### src/rtl/cmd_apb_pkg.sv
package cmd_apb_pkg;

  typedef enum logic [1:0] {
    PH_IDLE   = 2'd0,
    PH_SETUP  = 2'd1,
    PH_ACCESS = 2'd2
  } apb_phase_e;

  // Next bus phase from the current one, a new acceptance and a completion.
  function automatic apb_phase_e phase_after(apb_phase_e cur, logic take, logic done);
    if (take) return PH_SETUP;
    case (cur)
      PH_SETUP:  return PH_ACCESS;
      PH_ACCESS: return done ? PH_IDLE : PH_ACCESS;
      default:   return PH_IDLE;
    endcase
  endfunction

endpackage

### src/rtl/cmd_apb_phase_ctrl.sv
module cmd_apb_phase_ctrl
  import cmd_apb_pkg::*;
(
  input  logic       clk,
  input  logic       rst_n,
  input  logic       req_valid,
  input  logic       pready,
  output apb_phase_e phase,
  output logic       take,
  output logic       done
);

  logic slot_open;

  assign done      = (phase == PH_ACCESS) && pready;
  assign slot_open = (phase == PH_IDLE) || done;
  assign take      = req_valid && slot_open;

  always_ff @(posedge clk or negedge rst_n) begin
    if (!rst_n) phase <= PH_IDLE;
    else        phase <= phase_after(phase, take, done);
  end

endmodule

### src/rtl/cmd_apb_req_hold.sv
module cmd_apb_req_hold #(
  parameter int ADDR_W = 12,
  parameter int DATA_W = 32
) (
  input  logic                clk,
  input  logic                rst_n,
  input  logic                take,
  input  logic [ADDR_W-1:0]   req_addr,
  input  logic                req_write,
  input  logic [DATA_W-1:0]   req_wdata,
  input  logic [DATA_W/8-1:0] req_strb,
  output logic [ADDR_W-1:0]   paddr,
  output logic                pwrite,
  output logic [DATA_W-1:0]   pwdata,
  output logic [DATA_W/8-1:0] pstrb
);

  localparam int STRB_W = DATA_W / 8;

  // Reads carry no lane enables.
  function automatic logic [STRB_W-1:0] lane_enables(logic wr, logic [STRB_W-1:0] s);
    return wr ? s : '0;
  endfunction

  always_ff @(posedge clk or negedge rst_n) begin
    if (!rst_n) begin
      paddr  <= '0;
      pwrite <= 1'b0;
      pwdata <= '0;
      pstrb  <= '0;
    end else if (take) begin
      paddr  <= req_addr;
      pwrite <= req_write;
      pwdata <= req_wdata;
      pstrb  <= lane_enables(req_write, req_strb);
    end
  end

endmodule

### src/rtl/cmd_apb_rsp_capture.sv
module cmd_apb_rsp_capture #(
  parameter int DATA_W = 32
) (
  input  logic              clk,
  input  logic              rst_n,
  input  logic              done,
  input  logic [DATA_W-1:0] prdata,
  input  logic              pslverr,
  output logic              rsp_valid,
  output logic [DATA_W-1:0] rsp_rdata,
  output logic              rsp_err
);

  always_ff @(posedge clk or negedge rst_n) begin
    if (!rst_n) begin
      rsp_valid <= 1'b0;
      rsp_rdata <= '0;
      rsp_err   <= 1'b0;
    end else begin
      rsp_valid <= done;
      if (done) begin
        rsp_rdata <= prdata;
        rsp_err   <= pslverr;
      end
    end
  end

endmodule

### src/rtl/cmd_apb_requester.sv
module cmd_apb_requester
  import cmd_apb_pkg::*;
#(
  parameter int         ADDR_W   = 12,
  parameter int         DATA_W   = 32,
  parameter logic [2:0] PROT_VAL = 3'b000
) (
  input  logic                clk,
  input  logic                rst_n,
  input  logic                req_valid,
  output logic                req_ready,
  input  logic [ADDR_W-1:0]   req_addr,
  input  logic                req_write,
  input  logic [DATA_W-1:0]   req_wdata,
  input  logic [DATA_W/8-1:0] req_strb,
  output logic                rsp_valid,
  output logic [DATA_W-1:0]   rsp_rdata,
  output logic                rsp_err,
  output logic                psel,
  output logic                penable,
  output logic [ADDR_W-1:0]   paddr,
  output logic                pwrite,
  output logic [DATA_W-1:0]   pwdata,
  output logic [DATA_W/8-1:0] pstrb,
  output logic [2:0]          pprot,
  input  logic                pready,
  input  logic [DATA_W-1:0]   prdata,
  input  logic                pslverr
);

  apb_phase_e phase;
  logic       take;   // command accepted this cycle
  logic       done;   // ACCESS completing this cycle

  cmd_apb_phase_ctrl u_phase (
    .clk       (clk),
    .rst_n     (rst_n),
    .req_valid (req_valid),
    .pready    (pready),
    .phase     (phase),
    .take      (take),
    .done      (done)
  );

  cmd_apb_req_hold #(
    .ADDR_W (ADDR_W),
    .DATA_W (DATA_W)
  ) u_hold (
    .clk       (clk),
    .rst_n     (rst_n),
    .take      (take),
    .req_addr  (req_addr),
    .req_write (req_write),
    .req_wdata (req_wdata),
    .req_strb  (req_strb),
    .paddr     (paddr),
    .pwrite    (pwrite),
    .pwdata    (pwdata),
    .pstrb     (pstrb)
  );

  cmd_apb_rsp_capture #(
    .DATA_W (DATA_W)
  ) u_rsp (
    .clk       (clk),
    .rst_n     (rst_n),
    .done      (done),
    .prdata    (prdata),
    .pslverr   (pslverr),
    .rsp_valid (rsp_valid),
    .rsp_rdata (rsp_rdata),
    .rsp_err   (rsp_err)
  );

  assign req_ready = take;
  assign psel      = (phase != PH_IDLE);
  assign penable   = (phase == PH_ACCESS);
  assign pprot     = PROT_VAL;

endmodule

### config.mk
export PLATFORM = sky130hd
export DESIGN_NAME = cmd_apb_requester
export DESIGN_NICKNAME = d
export VERILOG_FILES = /design/src/rtl/cmd_apb_pkg.sv /design/src/rtl/cmd_apb_phase_ctrl.sv /design/src/rtl/cmd_apb_req_hold.sv /design/src/rtl/cmd_apb_rsp_capture.sv /design/src/rtl/cmd_apb_requester.sv
export SDC_FILE = /design/constraint.sdc
export NUM_CORES = 1
export LEC_CHECK = 0
export ABC_AREA = 1
export BUFFER_PORTS_ARGS = -buffer_cell sky130_fd_sc_hd__buf_2
export CAP_MARGIN = 10
export CORE_ASPECT_RATIO = 1.25
export CORE_MARGIN = 8
export CORE_UTILIZATION = 45
export CTS_CLUSTER_SIZE = 28
export DETAILED_ROUTE_END_ITERATION = 6
export PLACE_DENSITY_LB_ADDON = 0.25
export SLEW_MARGIN = 20
export SYNTH_ARGS = -nofsm -noshare
export SYNTH_HDL_FRONTEND = slang
export SYNTH_SLANG_ARGS = --single-unit
### constraint.sdc
create_clock -name clk -period 1.7 [get_ports clk]
set_input_delay 0.085 -clock clk [delete_from_list [all_inputs] [get_ports clk]]
set_output_delay 0.085 -clock clk [all_outputs]
set_load 0.03 [all_outputs]
### Yosys cells after proc, flatten, opt, wreduce, memory -nomap -nowiden

Index checks and enable logic that the tools add are counted.

* eq/ne operators: 2
* add/sub/neg operators: 0
* multipliers: 0
* reduce and logical (&&, ||, !) cells: 5
* mux-type cells: 6
* bitwise logic cells: 0
* magnitude comparators: 0
* shift-type cells: 0
* div/mod/pow operators: 0

Operators by type and width (count)
* 2-bit two-way mux: 3
* 4-bit two-way mux: 1
* 2-bit case mux with 2 select lines: 1
* 2-bit by 1-bit == test with 1-bit output, second input constant: 1
* 2-bit == test, second input constant: 1
* 1-bit logical AND: 2
* 2-bit zero test: 1
* 2-bit nonzero test: 1
* 1-bit logical OR: 1
* 1-bit two-way mux: 1

* output and inout port bits: 89
* latch bits: 0
* memory bits (writable): 0
* bits in read-only memories: 0
* register bits after elaboration: 85
* input port bits: 86
* memories: 0

### Depth between registers and ports, before layout

Gate-level depths: netlist of the first run.

* word-level depth: 6
* gate-level depth with buffers: 8

### Modules after synthesis

Synthesis of the first run repeated with hierarchy kept, for this count alone.

* cell total of the unflattened synthesis: 375
* area total of the unflattened synthesis: 3388.2 sq um

Modules (own cells, without submodules)
* cmd_apb_req_hold: sequential area each 1226.2 sq um, area an instance 1863.0 sq um, instances 1, cells an instance 208
* cmd_apb_rsp_capture: sequential area each 850.8 sq um, area an instance 1330.0 sq um, instances 1, cells an instance 141
* cmd_apb_phase_ctrl: sequential area each 50.0 sq um, area an instance 153.9 sq um, instances 1, cells an instance 18
* cmd_apb_requester: sequential area each 0.0 sq um, area an instance 41.3 sq um, instances 1, cells an instance 8

### Worst setup path after synthesis of the first run

No wires, ideal clock.

* kind: register to register
* start: register u_phase.phase[0]
* end: register u_phase.phase[1]
* path slack: 3 ps
* required time: 1570 ps
* arrival: 1567 ps
* cell stages (with the launch flop): 9
* library setup time: 130 ps
* clock period less this slack: 1697 ps
* cell sequence: dfrtp_1 > inv_1 > ha_1 > nand2_4 > nand2_4 > nand2_2 > buf_4 > inv_1 > nor2_1

* cells in the longest elaborated chain, start to end: 6

RTL lines
* start, declared: RTL line cmd_apb_phase_ctrl.sv:8 `output apb_phase_e phase,`
* start signal, assigned: RTL line cmd_apb_phase_ctrl.sv:21 `else phase <= phase_after(phase, take, done);`
* 2-bit == test
* named net penable: RTL line cmd_apb_requester.sv:20 `output logic penable,`
* 1-bit logical AND: RTL line cmd_apb_phase_ctrl.sv:15 `assign done = (phase == PH_ACCESS) && pready;`
* 1-bit logical OR: RTL line cmd_apb_phase_ctrl.sv:16 `assign slot_open = (phase == PH_IDLE) || done;`
* 1-bit logical AND: RTL line cmd_apb_phase_ctrl.sv:17 `assign take = req_valid && slot_open;`
* named net req_ready: RTL line cmd_apb_requester.sv:11 `output logic req_ready,`
* 1-bit two-way mux: RTL line cmd_apb_pkg.sv:11 `if (take) return PH_SETUP;`
* 2-bit two-way mux: RTL line cmd_apb_pkg.sv:12 `case (cur)`

The timed path passes the listed nets, and every way through them passes these cells.
A chain may end at the register's enable or synchronous reset.

### Worst setup path after layout of the first run

* start: register u_phase.phase[0]
* end: output port req_ready

* cells in the longest elaborated chain, start to end: 4

RTL lines (RTL line)
* 2-bit == test: cmd_apb_phase_ctrl.sv:15
* 1-bit logical AND: cmd_apb_phase_ctrl.sv:15
* 1-bit logical OR *: cmd_apb_phase_ctrl.sv:16
* 1-bit logical AND *: cmd_apb_phase_ctrl.sv:17
* end, declared: cmd_apb_requester.sv:11

Mark *: on every way between the ends. The rest lies on a longest branch, timed or not.

==> results of run 1 <==
==> worst reg2reg max path: cells and delay by family (launching register included) <==
kind,cells,cell delay (ns)
buffers and inverters,2,0.51
flip-flops,1,0.38
AND/OR/NAND/NOR,3,0.34
adder cells (fa/ha/maj),1,0.22
==> flip-flops by register name (all words and copies together) (netlist names) <==
| name | cells |
|---|---|
| u_phase.phase | 2 |
| u_rsp.rsp_valid | 1 |
| u_hold.pwrite | 1 |
| u_hold.paddr | 12 |
| u_rsp.rsp_err | 1 |
| u_hold.pstrb | 4 |
| u_hold.pwdata | 32 |
| u_rsp.rsp_rdata | 32 |
==> cell usage after synthesis <==
cell / n
buf_4: 5
inv_2: 1
ha_1: 3
conb_1: 1
clkbuf_1: 5
nand2_4: 2
nor2_1: 1
inv_1: 10
nand2_2: 1
buf_2: 13
buf_6: 2
nand2_1: 204
nand3_1: 49
dfrtp_1: 85
==> metal layers <==
| metal | track usage [%] | share of wire (%) | wire, microns |
|---|---|---|---|
| met3 | 5.828 | 8.9 | 947 |
| met1 | 23.83 | 38 | 4074 |
| met4 | 7.953 | 1.5 | 159 |
| met5 | 0 | 0 | 0 |
| met2 | 33.74 | 51 | 5495 |
==> area by class of cell <==
class	count	area, sq um
clock inverter	5	107.6
antenna	1	2.502
fill	548	1983
timing repair buffer	258	1735
inverter	11	41.29
tap	92	115.1
sequential	85	2127
multi-input combinational	263	1104
clock buffer	11	141.4
==> cell families (layout without fill, tap and decap cells) <==
group | Yosys count | after routing | share of synthesized area (%)
fa+ha+maj | 3 | 3 | 1.105
buf+inv | 36 | 285 | 5.451
flops | 85 | 85 | 62.62
other cells | 1 | 4 | 0.1104
simple gates | 257 | 257 | 30.72
==> power groups by stage <==
stage | clock network, uW | logic [uW] | registers [uW]
floorplan | 0 | 805 | 4470
global placement | 0 | 3260 | 3070
detailed placement | 0 | 3320 | 3080
CTS | 1770 | 3470 | 3050
global route | 1830 | 3750 | 3140
finish | 1710 | 3480 | 3060
==> through the flow <==
step / total power [uW] / hold WS [ns]
6_report: 8252 / 0.02809
5_1_grt: 8720 / 0.03272
4_1_cts: 8291 / 0.01020
3_5_place_dp: 6402 / 0.09355
3_3_place_gp: 6328 / 0.08672
2_1_floorplan: 5279 / -0.2106
==> how the worst min path moves through the flow <==
stage                                to  slack [ns]  cells after the start
finish                 u_hold.pwdata[2]        0.03                      3
global route           u_hold.pwdata[2]        0.03                      3
global placement    u_rsp.rsp_rdata[24]        0.09                      1
detailed placement  u_rsp.rsp_rdata[24]        0.09                      1
CTS                       u_hold.pwrite        0.01                      3
floorplan               u_hold.paddr[0]       -0.21                      0
==> repair_timing <==
action / 4_1_cts / 5_1_grt
endpoints found under the setup margin: 1 / 1
gates cloned: 0 / 0
hold buffers: 77 / 0
resized for setup: 4 / 1
setup buffers: 0 / 3
pin swaps: 0 / 0
hold endpoints to repair: 114 / 0
==> results.sh, run 1 <==
export IMPL_vias=3419
export IMPL_ys_top_cells_by_area="dfrtp_1 (63%), nand2_1 (23%), nand3_1 (7.2%)"
export IMPL_numClockSinks=85
export IMPL_skew_ns=0.006594
export IMPL_p_sw_share_pct=42.10
export IMPL_fin_crit_sh_pct=91.11
export IMPL_slew_violations=0
export IMPL_worst_hold_path_type="input pin to flop"
export IMPL_hold_viol=0
export IMPL_rsz0062_at_grt="false"
export IMPL_crit_path_start_kind="flop"
export IMPL_syn_inst=382
export IMPL_cts_root_buf="clkbuf_8"
export IMPL_rows=35
export IMPL_internal_power_uw=4777
export IMPL_numCtsBuffers=9
export IMPL_p_seq_share_pct=37.1
export IMPL_cp_required_ns=1.62
export IMPL_endpoint="req_ready"
export IMPL_detailedPlace_worstSlack_ns=0.1602
export IMPL_clock_latency_ns=0.34
export IMPL_ys_types=14
export IMPL_ios=175
export IMPL_finalNetCount=717
export IMPL_synth_seq_cells=85
export IMPL_cp_startpoint="u_phase.phase[0]"
export IMPL_end_kind="output pin"
export IMPL_peakVddDrop_mv=0.9647
export IMPL_path_clk_slew_ns=0.08
export IMPL_detail_route_drc_violations=0
export IMPL_critical_path_arrival_ns=1.46
export IMPL_max_freq_mhz=645.7
export IMPL_layout_common_cells="nand2_1 (204), buf_2 (169), dfrtp_1 (85), dlygate4sd3_1 (77), nand3_1 (49)"
export IMPL_r2r_end="u_rsp.rsp_rdata[31]"
export IMPL_grt_max_degree=48
export IMPL_core_area_sq_um=7357
export IMPL_stdcell_count=726
export IMPL_ctsLongestPathBuffers=2
export IMPL_die_w_microns=93.71
export IMPL_initial_core_util_pct=46.17
export IMPL_hpwlAfterDp_mm=6.806
export IMPL_finalSetupTns_ns=0
export IMPL_leakage_uw=0.003112
export IMPL_first_global_vias=3547
export IMPL_drt_wl_total_mm=10.68
export IMPL_fin_ws_ns=0.1512
export IMPL_synth_top_cell_by_area="dfrtp_1"
export IMPL_layout_core_utilization_pct=73.04
export IMPL_ys_seq_area_share_pct=62.62
export IMPL_fin_area_sq_um=5374
export IMPL_avgViaCountPerCell=4.709
export IMPL_switching_power_uw=3474
export IMPL_placed_cells=629
export IMPL_relSlewSlack_pct=62.92
export IMPL_portBuffers=171
export IMPL_grt_use_total_pct=20.27
export IMPL_cts_tree="built"
export IMPL_final_antenna_net_count=0
export IMPL_min_period_ns=1.549
export IMPL_crit_chain="inv_1, ha_2, nand2_4, nand2_8, nand2_2, inv_2, buf_6"
export IMPL_worstMarginPinSlew_ns=0.5555
export IMPL_synth_top_area_share_pct=62.62
export IMPL_drive_gt1_share_pct=31.91
export IMPL_max_stage_delay_ns=0.38
export IMPL_avgSynthCellArea_sq_um=8.893
export IMPL_yosys_warnings=0
export IMPL_wire_per_inst_microns=14.71
export IMPL_rr_startpoint="u_phase.phase[0]"
export IMPL_status="finished clean"
export IMPL_gp_congestion=0.7764
export IMPL_clock_power_share_pct=20.7
export IMPL_crit_buf_inv=3
export IMPL_antenna_found_initial=1
export IMPL_ctsHtreeMaxLevel=3
export IMPL_crit_slowest_cell="dfrtp_1"
export IMPL_die_area_sq_um=10600
export IMPL_drtIter0Drc=171
export IMPL_overflow=0
export IMPL_die_y_microns=113.1
export IMPL_synth_area_sq_um=3397
export IMPL_crit_type="flop to output pin"
export IMPL_place_area_sq_um=4312
export IMPL_combPwrFrac_pct=42.2
export IMPL_crit_path_max_fanout=5
export IMPL_dr_pass1_iters=4
export IMPL_r2r_cells=6
export IMPL_hold_start="req_wdata[2]"
export IMPL_syn_to_final_growth_pct=58.20
export IMPL_path_depth=7
export IMPL_rrSetupSlack_ns=0.18
export IMPL_grt_pass1_wl_mm=17.39
export IMPL_setup_viol=0
export IMPL_maxCapViolCount=0
export IMPL_final_common_cell="nand2_1"
export IMPL_power_density_nw_per_um2=1535
export IMPL_crit_family="flip-flops"
No activity file was read; power rests on OpenSTA's default activity.
==> run 2: changes to the inputs <==
- CORE_UTILIZATION: 45 -> 33
==> run 2 against run 1 <==
First-iteration DRC count shrank 20%; count of clock-buffer cells in the layout stayed put; sequential cell count unchanged; setup slack worse by 0.0093 ns; critical endpoint unchanged; largest power group unchanged.
==> results.sh, run 2 (same netlist as run 1, synthesis figures left out) <==
export IMPL_avgViaCountPerCell=4.385
export IMPL_critical_path_arrival_ns=1.47
export IMPL_detail_route_drc_violations=0
export IMPL_syn_to_final_growth_pct=61.66
export IMPL_clock_latency_ns=0.33
export IMPL_drive_gt1_share_pct=31.75
export IMPL_skew_ns=0.003277
export IMPL_n_antenna_cell=0
export IMPL_path_clk_slew_ns=0.06
export IMPL_overflow=0
export IMPL_hold_viol=0
export IMPL_seq_area_sq_um=2127
export IMPL_crit_path_max_fanout=3
export IMPL_power_density_nw_per_um2=1576
export IMPL_peakVddDrop_mv=0.5815
export IMPL_worst_hold_path_type="input pin to flop"
export IMPL_relSlewSlack_pct=63.63
export IMPL_finalNetCount=714
export IMPL_layout_common_cells="nand2_1 (204), buf_2 (169), dfrtp_1 (85), dlygate4sd3_1 (77), nand3_1 (49)"
export IMPL_rows=41
export IMPL_portBuffers=171
export IMPL_initial_core_util_pct=33.79
export IMPL_numCtsBuffers=9
export IMPL_status="finished clean"
export IMPL_cts_tree="built"
export IMPL_die_y_microns=129.4
export IMPL_min_period_ns=1.558
export IMPL_worstMarginPinSlew_ns=0.5447
export IMPL_final_antenna_net_count=0
export IMPL_hpwlAfterDp_mm=7.106
export IMPL_grt_pass1_wl_mm=17.39
export IMPL_grt_use_total_pct=15.51
export IMPL_largestRegisters="u_hold.pwdata (32), u_rsp.rsp_rdata (32), u_hold.paddr (12)"
export IMPL_post_cts_buffers=0
export IMPL_crit_path_start_kind="flop"
export IMPL_finalSetupTns_ns=0
export IMPL_rsz0062_at_grt="false"
export IMPL_fillers=926
export IMPL_multiInputGateArea_sq_um=1105
export IMPL_slew_violations=0
export IMPL_antenna_found_initial=0
export IMPL_setup_viol=0
export IMPL_leakage_uw=0.003145
export IMPL_crit_type="flop to output pin"
export IMPL_end_kind="output pin"
export IMPL_ios=175
export IMPL_ctsLongestPathBuffers=2
export IMPL_first_global_vias=3643
export IMPL_cp_required_ns=1.62
export IMPL_drt_wl_total_mm=10.52
export IMPL_core_area_sq_um=10050
export IMPL_layout_core_utilization_pct=54.62
export IMPL_final_common_cell="nand2_1"
export IMPL_max_freq_mhz=641.8
export IMPL_fin_crit_sh_pct=91.65
export IMPL_numClockSinks=85
export IMPL_ctsHtreeMaxLevel=3
export IMPL_drtIter0Drc=136
export IMPL_vias=3328
export IMPL_die_area_sq_um=13820
export IMPL_die_w_microns=106.7
export IMPL_gp_congestion=0.7326
export IMPL_maxCapViolCount=0
export IMPL_cts_root_buf="clkbuf_16"
export IMPL_grt_max_degree=50
export IMPL_wire_per_inst_microns=13.86
export IMPL_dr_pass1_iters=4
run 2: changes by cell type in the layout (fill, tap and decap cells not counted), sizes merged:
cell / previous run / this run
buf: 181 / 178
diode: 1 / 0
clkinv: 2 / 3
bufinv: 3 / 2
run 2: timing repair:
| action | 4_1_cts | 5_1_grt |
|---|---|---|
| gates resized for setup | 1 | 3 |
| endpoints found under the hold margin | 104 | 0 |
| hold buffers | 77 | 0 |
| setup endpoints to repair | 1 | 1 |
run 2: stage by stage:
| stage | instance area [sq um] | setup slack [ns] | power, uW | hold WS [ns] | instances |
|---|---|---|---|---|---|
| after floorplan | 3405 | 0.003150 | 5279 | -0.2106 | 384 |
| after global placement | 4370 | 0.2992 | 6373 | 0.04186 | 666 |
| after detailed placement | 4370 | 0.2284 | 6443 | 0.04777 | 666 |
| after CTS | 5479 | 0.01899 | 8764 | 0.006864 | 759 |
| after global routing | 5492 | 0.007239 | 9191 | 0.02269 | 759 |
| final | 5492 | 0.1419 | 8654 | 0.01268 | 759 |
run 2: critical path, cell delays in order (launching register included):
cell	delay, ns
dfrtp_1	0.38
inv_1	0.12
ha_1	0.15
inv_1	0.07
nand2_4	0.09
nand2_2	0.08
inv_2	0.09
buf_4	0.17
run 2: final timing paths:
check / startpoint / to / slack, ns / cells past startpoint
max: u_phase.phase[0] / req_ready / 0.14 / 7
min: req_wdata[20] / u_hold.pwdata[20] / 0.01 / 3
max reg2reg: u_phase.phase[1] / u_hold.pwdata[1] / 0.28 / 8
min reg2reg: u_hold.pstrb[0] / u_hold.pstrb[0] / 0.47 / 2
max in group asynchronous: rst_n / u_hold.pwdata[19] / 0.90 / 3
min in group asynchronous: rst_n / u_rsp.rsp_rdata[14] / 0.24 / 2
run 2: layout make-up:
cell class              count  area share [%]
multi-input cells         263           20.12
clock inverters             5           1.504
flip-flops and latches     85           38.73
well taps                 129           2.939
repair buffers            255           31.35
clock buffers              11           4.602
inverters                  11          0.7519
run 2: per-layer routing:
| metal | part of all wire [%] | vias to the layer above | track usage (%) |
|---|---|---|---|
| li1 | - | 1656 | - |
| met1 | 41 | 1522 | 17.99 |
| met2 | 47 | 139 | 25.36 |
| met3 | 10 | 11 | 6.905 |
| met4 | 1.0 | 0 | 4.315 |
| met5 | 0 | - | 0 |
run 2: report_power, final:
group	total [uW]	switching [uW]	internal (uW)
Sequential	3070	358	2710
Clock	2140	771	1370
Combinational	3440	2410	1030
Total	8650	3540	5110
